File: config.mk
export PLATFORM = sky130hd
export DESIGN_NAME = tx_async_xmit
export DESIGN_NICKNAME = d
export VERILOG_FILES = /design/src/rtl/tx_async_pkg.sv /design/src/rtl/tx_rate_div.sv /design/src/rtl/tx_hold_buf.sv /design/src/rtl/tx_frame_shift.sv /design/src/rtl/tx_async_xmit.sv
export SDC_FILE = /design/constraint.sdc
export NUM_CORES = 1
export LEC_CHECK = 0
export BUFFER_PORTS_ARGS = -buffer_cell sky130_fd_sc_hd__buf_4
export CORE_ASPECT_RATIO = 2
export CORE_MARGIN = 5
export CORE_UTILIZATION = 35
export CTS_CLUSTER_DIAMETER = 50
export DETAILED_ROUTE_END_ITERATION = 16
export HOLD_SLACK_MARGIN = 0.1
export PLACE_DENSITY = 0.53
export SETUP_SLACK_MARGIN = 0.15
export SLEW_MARGIN = 20
export SYNTH_ARGS = -nofsm -noshare
export SYNTH_HDL_FRONTEND = slang
export SYNTH_SLANG_ARGS = --single-unit
File: constraint.sdc
create_clock -name clk -period 3 [get_ports clk]
set_input_delay 0.15 -clock clk [delete_from_list [all_inputs] [get_ports clk]]
set_output_delay 0.15 -clock clk [all_outputs]
set_load 0.1 [all_outputs]
File: src/rtl/tx_async_pkg.sv
// Package: shared types for the asynchronous transmitter.
// Assumes the rate select encoding is fixed at four divisors.
package tx_async_pkg;
    typedef enum logic [1:0] {
        RATE_X1  = 2'd0,
        RATE_X16 = 2'd1,
        RATE_X32 = 2'd2,
        RATE_X64 = 2'd3
    } rate_e;
endpackage

File: src/rtl/tx_rate_div.sv
// Bit-time divider: counts falling clock edges while a frame is active and
// pulses bit_end on the last edge of each bit. The divisor is captured on
// restart, so a frame keeps its rate. Assumes CNT_W can hold 63.
module tx_rate_div
    import tx_async_pkg::*;
#(
    parameter int CNT_W = 6
) (
    input  logic  clk,
    input  logic  rst_n,
    input  logic  restart,
    input  logic  active,
    input  rate_e rate_in,
    output logic  bit_end
);
    rate_e            rate_q;
    logic [CNT_W-1:0] cnt_q;
    logic [CNT_W-1:0] lim;

    // Last count value of a bit for the captured rate.
    always_comb begin
        case (rate_q)
            RATE_X1:  lim = '0;
            RATE_X16: lim = CNT_W'(15);
            RATE_X32: lim = CNT_W'(31);
            default:  lim = CNT_W'(63);
        endcase
    end

    // Bit boundary flag.
    assign bit_end = active && (cnt_q == lim);

    // Edge counter inside one bit time, and rate capture.
    always_ff @(negedge clk) begin
        if (!rst_n) begin
            cnt_q  <= '0;
            rate_q <= RATE_X1;
        end else if (restart) begin
            cnt_q  <= '0;
            rate_q <= rate_in;
        end else if (active) begin
            if (bit_end) cnt_q <= '0;
            else         cnt_q <= cnt_q + 1'b1;
        end
    end


    cnt_in_range_chk: assert property (@(negedge clk) disable iff (!rst_n)
        cnt_q <= lim);
endmodule

File: src/rtl/tx_hold_buf.sv
// Holding register with full flag and transmit interrupt. A transfer empties
// the register and raises the interrupt if it is armed. The clear command
// drops and disarms it, and a write drops and re-arms it.
// Priority on one edge: write, then command, then transfer.
module tx_hold_buf #(
    parameter int DATA_W = 8
) (
    input  logic              clk,
    input  logic              rst_n,
    input  logic              wr_en,
    input  logic [DATA_W-1:0] wr_data,
    input  logic              cmd_irq_clr,
    input  logic              take,
    output logic              full,
    output logic [DATA_W-1:0] hold_data,
    output logic              irq
);
    logic armed_q;

    // Register contents, full flag, interrupt and arm state.
    always_ff @(negedge clk) begin
        if (!rst_n) begin
            full      <= 1'b0;
            hold_data <= '0;
            irq       <= 1'b0;
            armed_q   <= 1'b0;
        end else begin
            if (take) begin
                full <= 1'b0;
                if (armed_q) irq <= 1'b1;
            end
            if (cmd_irq_clr) begin
                irq     <= 1'b0;
                armed_q <= 1'b0;
            end
            if (wr_en) begin
                hold_data <= wr_data;
                full      <= 1'b1;
                irq       <= 1'b0;
                armed_q   <= 1'b1;
            end
        end
    end


    irq_only_when_empty_chk: assert property (@(negedge clk) disable iff (!rst_n)
        irq |-> !full);

    irq_rise_needs_take_chk: assert property (@(negedge clk) disable iff (!rst_n)
        $rose(irq) |-> $past(take));
endmodule

File: src/rtl/tx_frame_shift.sv
// Frame builder and shifter. On load it builds the start, data, parity and
// stop bits from the current format inputs, then shifts one bit per bit_end.
// The line is high when no frame is active.
// Assumes bit_end is low whenever busy is low.
module tx_frame_shift #(
    parameter int DATA_W  = 8,
    parameter int LEN_W   = 3,
    parameter int FRAME_W = 12,
    parameter int BITS_W  = 4
) (
    input  logic              clk,
    input  logic              rst_n,
    input  logic              load,
    input  logic [DATA_W-1:0] load_data,
    input  logic [LEN_W-1:0]  len_code,
    input  logic              par_en,
    input  logic              par_odd,
    input  logic              two_stop,
    input  logic              bit_end,
    output logic              busy,
    output logic              frame_done,
    output logic              txd
);
    logic [DATA_W-1:0]  data_mask;
    logic [FRAME_W-1:0] frame;
    logic [FRAME_W-1:0] sr_q;
    logic [BITS_W-1:0]  nbits;
    logic [BITS_W-1:0]  left_q;
    logic               par_bit;

    // Mask of the data bits that belong to the programmed length.
    always_comb begin
        for (int i = 0; i < DATA_W; i++) data_mask[i] = (i <= int'(len_code));
    end

    // Even parity over the used bits, inverted for odd parity.
    assign par_bit = (^(load_data & data_mask)) ^ par_odd;

    // Frame image: bit 0 goes out first, unused positions are mark.
    always_comb begin
        frame    = '1;
        frame[0] = 1'b0;
        for (int i = 0; i < DATA_W; i++) begin
            if (data_mask[i]) frame[i + 1] = load_data[i];
        end
        if (par_en) frame[int'(len_code) + 2] = par_bit;
    end

    // Total bits in the frame: start, data, parity, stops.
    assign nbits = BITS_W'(2) + BITS_W'(len_code) + BITS_W'(par_en)
                 + (two_stop ? BITS_W'(2) : BITS_W'(1));

    // End of the last stop bit.
    assign frame_done = busy && bit_end && (left_q == BITS_W'(1));

    // Shift register, bits left and activity flag.
    always_ff @(negedge clk) begin
        if (!rst_n) begin
            sr_q   <= '1;
            left_q <= '0;
            busy   <= 1'b0;
        end else if (load) begin
            sr_q   <= frame;
            left_q <= nbits;
            busy   <= 1'b1;
        end else if (busy && bit_end) begin
            sr_q   <= {1'b1, sr_q[FRAME_W-1:1]};
            left_q <= left_q - 1'b1;
            if (left_q == BITS_W'(1)) busy <= 1'b0;
        end
    end

    // Line level: current frame bit, mark when idle.
    assign txd = busy ? sr_q[0] : 1'b1;


    start_bit_low_chk: assert property (@(negedge clk) disable iff (!rst_n)
        $rose(busy) |-> !txd);

    bits_left_live_chk: assert property (@(negedge clk) disable iff (!rst_n)
        busy |-> (left_q != '0));
endmodule

File: src/rtl/tx_async_xmit.sv
// Top of the asynchronous transmitter. It decides when the holding register
// moves into the shifter and drives the status outputs.
// Assumes cts_n and all control inputs are synchronous to the falling edge of
// clk, and that MAX_DIV is at least 64.
module tx_async_xmit
    import tx_async_pkg::*;
#(
    parameter int DATA_W  = 8,
    parameter int MAX_DIV = 64
) (
    input  logic                       clk,
    input  logic                       rst_n,
    input  logic                       wr_en,
    input  logic [DATA_W-1:0]          wr_data,
    input  logic                       cmd_irq_clr,
    input  logic                       tx_en,
    input  logic                       auto_en,
    input  logic                       cts_n,
    input  logic [$clog2(DATA_W)-1:0]  char_len,
    input  logic                       par_en,
    input  logic                       par_odd,
    input  logic                       two_stop,
    input  logic [1:0]                 rate_sel,
    output logic                       txd,
    output logic                       buf_empty,
    output logic                       all_sent,
    output logic                       tx_irq
);
    localparam int LEN_W   = $clog2(DATA_W);
    localparam int CNT_W   = $clog2(MAX_DIV);
    localparam int FRAME_W = DATA_W + 4;
    localparam int BITS_W  = $clog2(FRAME_W + 1);

    logic              buf_full;
    logic [DATA_W-1:0] hold_data;
    logic              busy;
    logic              frame_done;
    logic              bit_end;
    logic              load;

    // Transfer when a character waits, the line is allowed, and the shifter is free.
    assign load = buf_full && tx_en && (!auto_en || !cts_n) && (!busy || frame_done);

    tx_hold_buf #(.DATA_W(DATA_W)) hold_i (
        .clk        (clk),
        .rst_n      (rst_n),
        .wr_en      (wr_en),
        .wr_data    (wr_data),
        .cmd_irq_clr(cmd_irq_clr),
        .take       (load),
        .full       (buf_full),
        .hold_data  (hold_data),
        .irq        (tx_irq)
    );

    tx_rate_div #(.CNT_W(CNT_W)) div_i (
        .clk    (clk),
        .rst_n  (rst_n),
        .restart(load),
        .active (busy),
        .rate_in(rate_e'(rate_sel)),
        .bit_end(bit_end)
    );

    tx_frame_shift #(
        .DATA_W (DATA_W),
        .LEN_W  (LEN_W),
        .FRAME_W(FRAME_W),
        .BITS_W (BITS_W)
    ) shift_i (
        .clk       (clk),
        .rst_n     (rst_n),
        .load      (load),
        .load_data (hold_data),
        .len_code  (char_len),
        .par_en    (par_en),
        .par_odd   (par_odd),
        .two_stop  (two_stop),
        .bit_end   (bit_end),
        .busy      (busy),
        .frame_done(frame_done),
        .txd       (txd)
    );

    // Status outputs.
    assign buf_empty = !buf_full;
    assign all_sent  = !busy && !buf_full;


    start_needs_enable_chk: assert property (@(negedge clk) disable iff (!rst_n)
        $rose(busy) |-> $past(tx_en));

    start_needs_cts_chk: assert property (@(negedge clk) disable iff (!rst_n)
        ($rose(busy) && $past(auto_en)) |-> !$past(cts_n));

    line_steady_in_bit_chk: assert property (@(negedge clk) disable iff (!rst_n)
        (busy && !bit_end) |=> $stable(txd));

    all_sent_mark_chk: assert property (@(negedge clk) disable iff (!rst_n)
        all_sent |-> txd);
endmodule

==> results.toml, run 1 <==
[global_routing]
gr-total-overflow = 0
grt_first_pass_wirelength_um = 11600
grt_pass1_vias = 2612
grt_antenna_before_repair = 0
grt_usage_pct = 18.1
grt_start_max_net_pins = 23

[place]
place_area_mm2 = 0.00293
gp_congestion = 0.900
hpwl_um = 5470
pre_cts_ws_ns = -0.441
portBuffers = 26

[setup_path]
ff2ff_path_depth = 6
timing.rr.start = "div_i.cnt_q[2]$_SDFFE_NP0P_"
worstSetupPathType = "in -> reg"
r2r_slack_ns = 0.64
crit_end = "shift_i.sr_q[8]$_SDFFE_NN1P_"
critPathCaptureType = "flip-flop"
crit_path_start = "char_len[2]"
cp-start-kind = "primary input"
worstReg2RegEnd = "shift_i.left_q[3]$_SDFFE_NN0P_"
required_ns = 1.73
cp_max_fo = 6
worstPathArrival_ns = 1.74

[sta]
clock_skew_ns = 0.0142
timing.final.ws_setup_ns = -0.0173
finalSetupViolations = 4
worst_pin_slew_ns = 0.693
finalMaxSlewViolations = 0
hold_viol_final = 0
holdWs_ns = 0.493
rsz0062_at_grt = "yes"
maxSlewHeadroom_pct = 53.5

[die]
dieArea_mm2 = 0.00845
start_util_pct = 35.3
core_mm2 = 0.00657
die_x_um = 67.6
die_h_um = 125
io_pins = 27
num_rows = 42

[synthesis]
ys_warn_count = 0
syn_avg_cell_area_um2 = 8.00
synth_xor_area_share_pct = 5.50
syn-num-nets = 325
syn_inst = 290
synth_compound_area_share_pct = 21.1
ys_ff_latch = 36
ys_types = 51
synth_area_mm2 = 0.00232
synthSimpleGateAreaFrac_pct = 23.5
synthMuxAreaShare_pct = 5.18
synthAdderAreaFrac_pct = 7.12
ys_seq_area_share_pct = 31.1
synthArstFlopShare_pct = 0
synth_top_family_by_area = "simple AND/OR/NAND/NOR gates"
ys.flop_type = "dfxtp_1"
synth_edf_count = 0

[clock_network]
clk_latency_ns = 0.36
cts_buffers = 5
h-tree-depth = 2
cts_tree = "done"
postCtsHoldBufs = 0
cts_sinks = 36
clock-root-buffer = "clkbuf_16"
clkTransAtPathRegs_ns = 0.04
cts.path.max_buffers = 2

[power_and_ir_drop]
p_leak_nw = 1.60
power.internal_mw = 1.09
irDropWorstVdd_mv = 0.294
switchingPower_uw = 595
seqPwrFrac_pct = 32.1
p_sw_share_pct = 35.3
p_per_area_mw_per_mm2 = 489
power_mw = 1.69
clockPowerShare_pct = 42.7
combPwrFrac_pct = 25.3

[final_layout]
area_delta_synth_final_pct = 48.9
final_area_mm2 = 0.00345
final-seq-area_um2 = 721
nets = 423
multi_input_area_mm2 = 0.00165
diodes = 0
n_fill_cell = 650
drive_above_1_share_pct = 29.8

[routing]
wl_um = 7300
drt_iter0_markers = 65
firstDrtPassIters = 4
detail-route-antenna-nets = 0
wl_per_cell_um = 15.3
viasPerCell = 5.11
drcViolationCount = 0
via_count = 2437

[run]
drv_cap = 0

[outcome]
outcome = "finished with violations"
violations = "negative setup slack"

[worst_hold_path]
hp-class = "reg -> reg"
## metal layers
metal | global-route usage (%) | wire length, µm
met5 | 0 | 0
met3 | 4.31 | 173
met2 | 32.9 | 4300
met1 | 15.3 | 2410
met4 | 15.1 | 418
## power groups by stage
stage / clock network, mW / registers [mW] / logic, mW
global route: 0.802 / 0.545 / 0.463
global placement: 0.0753 / 0.547 / 0.362
detailed placement: 0.0753 / 0.547 / 0.364
floorplan: 0.0753 / 0.538 / 0.245
CTS: 0.745 / 0.541 / 0.404
finish: 0.720 / 0.542 / 0.426
## placed cells by master, fill, tap and decap left out, drive strengths merged, types with 3 or more instances in the layout
master / synthesis / routed
clkbuf: 11 / 5
o32ai: 3 / 3
and2: 3 / 3
nand2b: 4 / 4
o21ai: 11 / 11
xor2: 7 / 7
a21oi: 24 / 24
nand4: 4 / 4
nand2: 28 / 28
o22ai: 3 / 3
nand3: 8 / 8
or4: 3 / 3
dfxtp: 36 / 36
inv: 25 / 62
nor3: 10 / 10
nor4: 5 / 5
buf: 2 / 69
mux2i: 12 / 12
ha: 10 / 10
xnor2: 5 / 5
nor2: 32 / 32
a211oi: 6 / 6
nor2b: 5 / 5
o221ai: 5 / 5
and3: 3 / 3
## state kept, by name (all words and copies together) (netlist names)
name and flops:
shift_i.left_q 4, shift_i.busy 1, div_i.rate_q 2, shift_i.sr_q 12, hold_i.irq 1, hold_i.armed_q 1, div_i.cnt_q 6, hold_i.hold_data 8
hold_i.full 1
## stage by stage
stage / utilization [%] / std cells / setup TNS, ns
floorplan: - / 290 / -2.32
global placement: 44.6 / 430 / -4.89
detailed placement: 44.6 / 430 / -5.36
CTS: 50.8 / 477 / -0.101
global route: 52.6 / 477 / -1.08
finish: 52.6 / 477 / -0.0240
## layout make-up
class	instances	share of cell area (%)
clock buffer	5	3.62
clock inverter	39	4.67
inverter	24	3.04
multi-input combinational	216	47.8
sequential	36	20.9
tap	88	3.19
timing repair buffer	69	16.8
## cells in the mapped netlist (2+ instances only)
| library cell | count | area (µm²) |
|---|---|---|
| mux2i_1 | 12 | 120 |
| ha_1 | 10 | 125 |
| clkbuf_1 | 11 | 41.3 |
| o21ai_0 | 9 | 45.0 |
| nor2b_1 | 5 | 31.3 |
| xnor2_1 | 5 | 43.8 |
| nand3_1 | 8 | 40.0 |
| nand2b_1 | 4 | 25.0 |
| o221ai_1 | 5 | 43.8 |
| a311oi_1 | 2 | 17.5 |
| nor2_1 | 32 | 120 |
| nor4_1 | 5 | 31.3 |
| xor2_1 | 7 | 61.3 |
| dfxtp_1 | 36 | 721 |
| nand2_1 | 28 | 105 |
| inv_1 | 25 | 93.8 |
| or4_1 | 2 | 15.0 |
| a211oi_1 | 6 | 45.0 |
| and2_1 | 3 | 18.8 |
| o32ai_1 | 2 | 17.5 |
| o21ai_1 | 2 | 10.0 |
| and3_1 | 3 | 18.8 |
| nor3_1 | 10 | 50.1 |
| a31oi_1 | 2 | 12.5 |
| o22ai_1 | 2 | 12.5 |
| a21oi_1 | 24 | 120 |
| fa_1 | 2 | 40.0 |
| nand4_1 | 4 | 25.0 |
| or3_1 | 2 | 12.5 |
## critical path: stages
cell and delay, ns:
buf_12 0.11, buf_12 0.13, ha_4 0.17, and3b_1 0.18, nor4_2 0.20, a311oi_2 0.07, xor2_1 0.21, xnor2_2 0.28
buf_6 0.18, a31oi_1 0.07
## cells by family after synthesis
logic type                 count (synthesis)
DFF                                       36
adders and majority gates                 12
xor gates and xnor gates                  13
and+or+nand+nor                          112
AOI/OAI and AO/OA                         67
buffers and inverters                     38
muxes                                     12
## how the worst min path moves through the flow
| stage | from | endpoint | slack (ns) | depth (start not counted) |
|---|---|---|---|---|
| final | hold_i.armed_q$_SDFFE_NN0P_ | hold_i.armed_q$_SDFFE_NN0P_ | 0.49 | 2 |
| after global routing | div_i.rate_q[0]$_SDFFE_NN0N_ | div_i.rate_q[0]$_SDFFE_NN0N_ | 0.53 | 2 |
| after CTS | hold_i.armed_q$_SDFFE_NN0P_ | hold_i.armed_q$_SDFFE_NN0P_ | 0.50 | 2 |
| after detailed placement | hold_i.armed_q$_SDFFE_NN0P_ | hold_i.armed_q$_SDFFE_NN0P_ | 0.49 | 2 |
| after global placement | hold_i.armed_q$_SDFFE_NN0P_ | hold_i.armed_q$_SDFFE_NN0P_ | 0.47 | 2 |
| after floorplan | hold_i.armed_q$_SDFFE_NN0P_ | hold_i.armed_q$_SDFFE_NN0P_ | 0.46 | 2 |
## timing repair
item | 4_1_cts | 5_1_grt
endpoints found under the setup margin | 14 | 13
pin swaps | 7 | 8
gates resized for setup | 19 | 26
buffers inserted | 3 | 0
hold endpoints to repair | 0 | 0
gates cloned | 1 | 0
(Power assumes the default switching activity.)
==> run 2: changes to the inputs <==
--- a/config.mk
+++ b/config.mk
@@ -5,14 +5,14 @@
 export SDC_FILE = /design/constraint.sdc
 export NUM_CORES = 1
 export LEC_CHECK = 0
-export BUFFER_PORTS_ARGS = -buffer_cell sky130_fd_sc_hd__buf_4
 export CORE_ASPECT_RATIO = 2
 export CORE_MARGIN = 5
 export CORE_UTILIZATION = 35
 export CTS_CLUSTER_DIAMETER = 50
 export DETAILED_ROUTE_END_ITERATION = 16
+export DONT_BUFFER_PORTS = 1
 export HOLD_SLACK_MARGIN = 0.1
-export PLACE_DENSITY = 0.53
+export PLACE_DENSITY = 0.5
 export SETUP_SLACK_MARGIN = 0.15
 export SLEW_MARGIN = 20
 export SYNTH_ARGS = -nofsm -noshare
==> constraint.sdc (replaced) <==
create_clock -name clk -period 3 [get_ports clk]
set_input_delay 0.6 -clock clk [delete_from_list [all_inputs] [get_ports clk]]
set_output_delay 0.6 -clock clk [all_outputs]
set_load 0.1 [all_outputs]
==> results.toml, run 2 (synthesis results as in run 1) <==
[final_layout]
multi_input_area_mm2 = 0.00169
top_register = "shift_i.sr_q"
stdcell_count = 457
largest_register_ffs = 12
nets = 403
final_area_mm2 = 0.00346
layout_commonest_cell = "inv_1"
reg.largest.list = "shift_i.sr_q: 12 flops, hold_i.hold_data: 8 flops, div_i.cnt_q: 6 flops"
final-seq-area_um2 = 731
diodes = 0
drive_above_1_share_pct = 30.4
layout_common_cells = "inv_1, dfxtp_1, buf_4"
n_fill_cell = 642
area_delta_synth_final_pct = 49.0

[power_and_ir_drop]
switchingPower_uw = 580
power.internal_mw = 1.09
seqPwrFrac_pct = 32.5
p_per_area_mw_per_mm2 = 482
p_leak_nw = 1.55
combPwrFrac_pct = 24.1
p_sw_share_pct = 34.8
power_mw = 1.67
irDropWorstVdd_mv = 0.247
clockPowerShare_pct = 43.4

[outcome]
violations = "negative setup slack"
outcome = "finished with violations"

[place]
place_area_mm2 = 0.00286
gp_congestion = 0.795
hpwl_um = 5370
portBuffers = 0
dp.cells = 404
pre_cts_ws_ns = -0.777

[setup_path]
crit_end = "shift_i.sr_q[8]$_SDFFE_NN1P_"
ff2ff_path_depth = 5
required_ns = 1.73
critical_path.cell_chain = "clkinv_16 > ha_4 > nand3b_1 > a21oi_1 > a311oi_1 > xor2_1 > xnor2_2 > buf_6 > a31oi_1"
r2r_slack_ns = 0.64
crit_cells = 9
cp-start-kind = "primary input"
worstReg2RegEnd = "shift_i.sr_q[0]$_SDFFE_NN1P_"
crit_path_start = "char_len[1]"
cp_max_fo = 13
worstSetupPathType = "in -> reg"
cpMaxStageDelayCell = "a311oi_1"
worstPathArrival_ns = 1.96
crit_path_max_incr_delay_ns = 0.31
critPathCaptureType = "flip-flop"
timing.rr.start = "div_i.cnt_q[2]$_SDFFE_NP0P_"
cp_num_buf_inv = 2
crit_family = "compound AO/OA/AOI/OAI gates"

[clock_network]
clkTransAtPathRegs_ns = 0.04
clock-root-buffer = "clkbuf_16"
clk_latency_ns = 0.37
cts_tree = "done"
cts_buffers = 5
h-tree-depth = 2
cts.path.max_buffers = 2
cts_sinks = 36

[global_routing]
grt_usage_pct = 18.7
grt_first_pass_wirelength_um = 11900
grt_pass1_vias = 2539
grt_start_max_net_pins = 19
gr-total-overflow = 0
grt_antenna_before_repair = 0

[die]
io_pins = 27
die_x_um = 67.6
num_rows = 42
die_h_um = 125
start_util_pct = 35.3
dieArea_mm2 = 0.00845
core_mm2 = 0.00657

[routing]
drt_iter0_markers = 66
detail-route-antenna-nets = 0
wl_um = 7260
firstDrtPassIters = 4
wl_per_cell_um = 15.9
drcViolationCount = 0
via_count = 2378
viasPerCell = 5.20

[sta]
finalMaxSlewViolations = 0
finalSetupViolations = 17
rsz0062_at_grt = "yes"
hold_viol_final = 0
maxSlewHeadroom_pct = 75.2
timing.final.ws_setup_ns = -0.223
worst_pin_slew_ns = 0.362
clock_skew_ns = 0.0259

[run]
drv_cap = 0

[worst_hold_path]
hp-class = "reg -> reg"
-- run 2: worst min path at each step --
stage	to	slack [ns]	cells after the start	from
2_1_floorplan	hold_i.armed_q$_SDFFE_NN0P_	0.46	2	hold_i.armed_q$_SDFFE_NN0P_
3_3_place_gp	hold_i.armed_q$_SDFFE_NN0P_	0.47	2	hold_i.armed_q$_SDFFE_NN0P_
3_5_place_dp	hold_i.armed_q$_SDFFE_NN0P_	0.49	2	hold_i.armed_q$_SDFFE_NN0P_
4_1_cts	hold_i.armed_q$_SDFFE_NN0P_	0.49	2	hold_i.armed_q$_SDFFE_NN0P_
5_1_grt	shift_i.sr_q[11]$_SDFFE_NN1P_	0.54	2	shift_i.sr_q[11]$_SDFFE_NN1P_
6_report	hold_i.hold_data[4]$_SDFFE_NN0P_	0.50	2	hold_i.hold_data[4]$_SDFFE_NN0P_
-- run 2: metrics by stage --
| step | util [%] | hold WS, ns | setup TNS (ns) |
|---|---|---|---|
| after global placement | 43.5 | 0.467 | -11.35 |
| after floorplan | - | 0.457 | -9.87 |
| after global routing | 52.6 | 0.535 | -3.90 |
| after detailed placement | 43.5 | 0.485 | -12.09 |
| after CTS | 50.0 | 0.492 | -2.99 |
| final | 52.6 | 0.501 | -2.94 |
-- run 2: worst reg2reg max path, stage by stage, from the launching register on --
cell and delay [ns]:
dfxtp_1 0.34, or4_4 0.56, o221a_4 0.31, a2111o_1 0.47, or3_1 0.43, o221ai_2 0.17
-- run 2: power by group through the flow --
stage / Clock (mW) / Combinational [mW] / Sequential, mW
final: 0.724 / 0.402 / 0.541
after global routing: 0.826 / 0.440 / 0.545
after CTS: 0.759 / 0.372 / 0.541
after detailed placement: 0.0753 / 0.341 / 0.547
after global placement: 0.0753 / 0.338 / 0.546
after floorplan: 0.0753 / 0.262 / 0.538
-- run 2: what timing repair did --
item,CTS,global route
gates resized for setup,31,25
endpoints found under the setup margin,22,27
pin swaps,15,13
hold endpoints to repair,0,0
hold buffers,0,0
cloned,0,1
setup buffers,3,6
-- run 2: cell type report --
| type | instances | area share, % |
|---|---|---|
| multi-input combinational | 216 | 49.0 |
| clock buffer | 5 | 3.62 |
| timing repair buffer | 49 | 14.4 |
| clock inverter | 39 | 4.67 |
| sequential | 36 | 21.1 |
| inverter | 24 | 4.02 |
| tap | 88 | 3.18 |
-- run 2: per-layer routing --
metal  global-route usage [%]  vias to the layer above  part of all wire, %
li1                         -                     1185                    -
met1                     16.9                     1109                   33
met2                     33.7                       58                   58
met3                     4.67                       26                  4.0
met4                     13.3                        0                  4.6
met5                        0                        -                    0
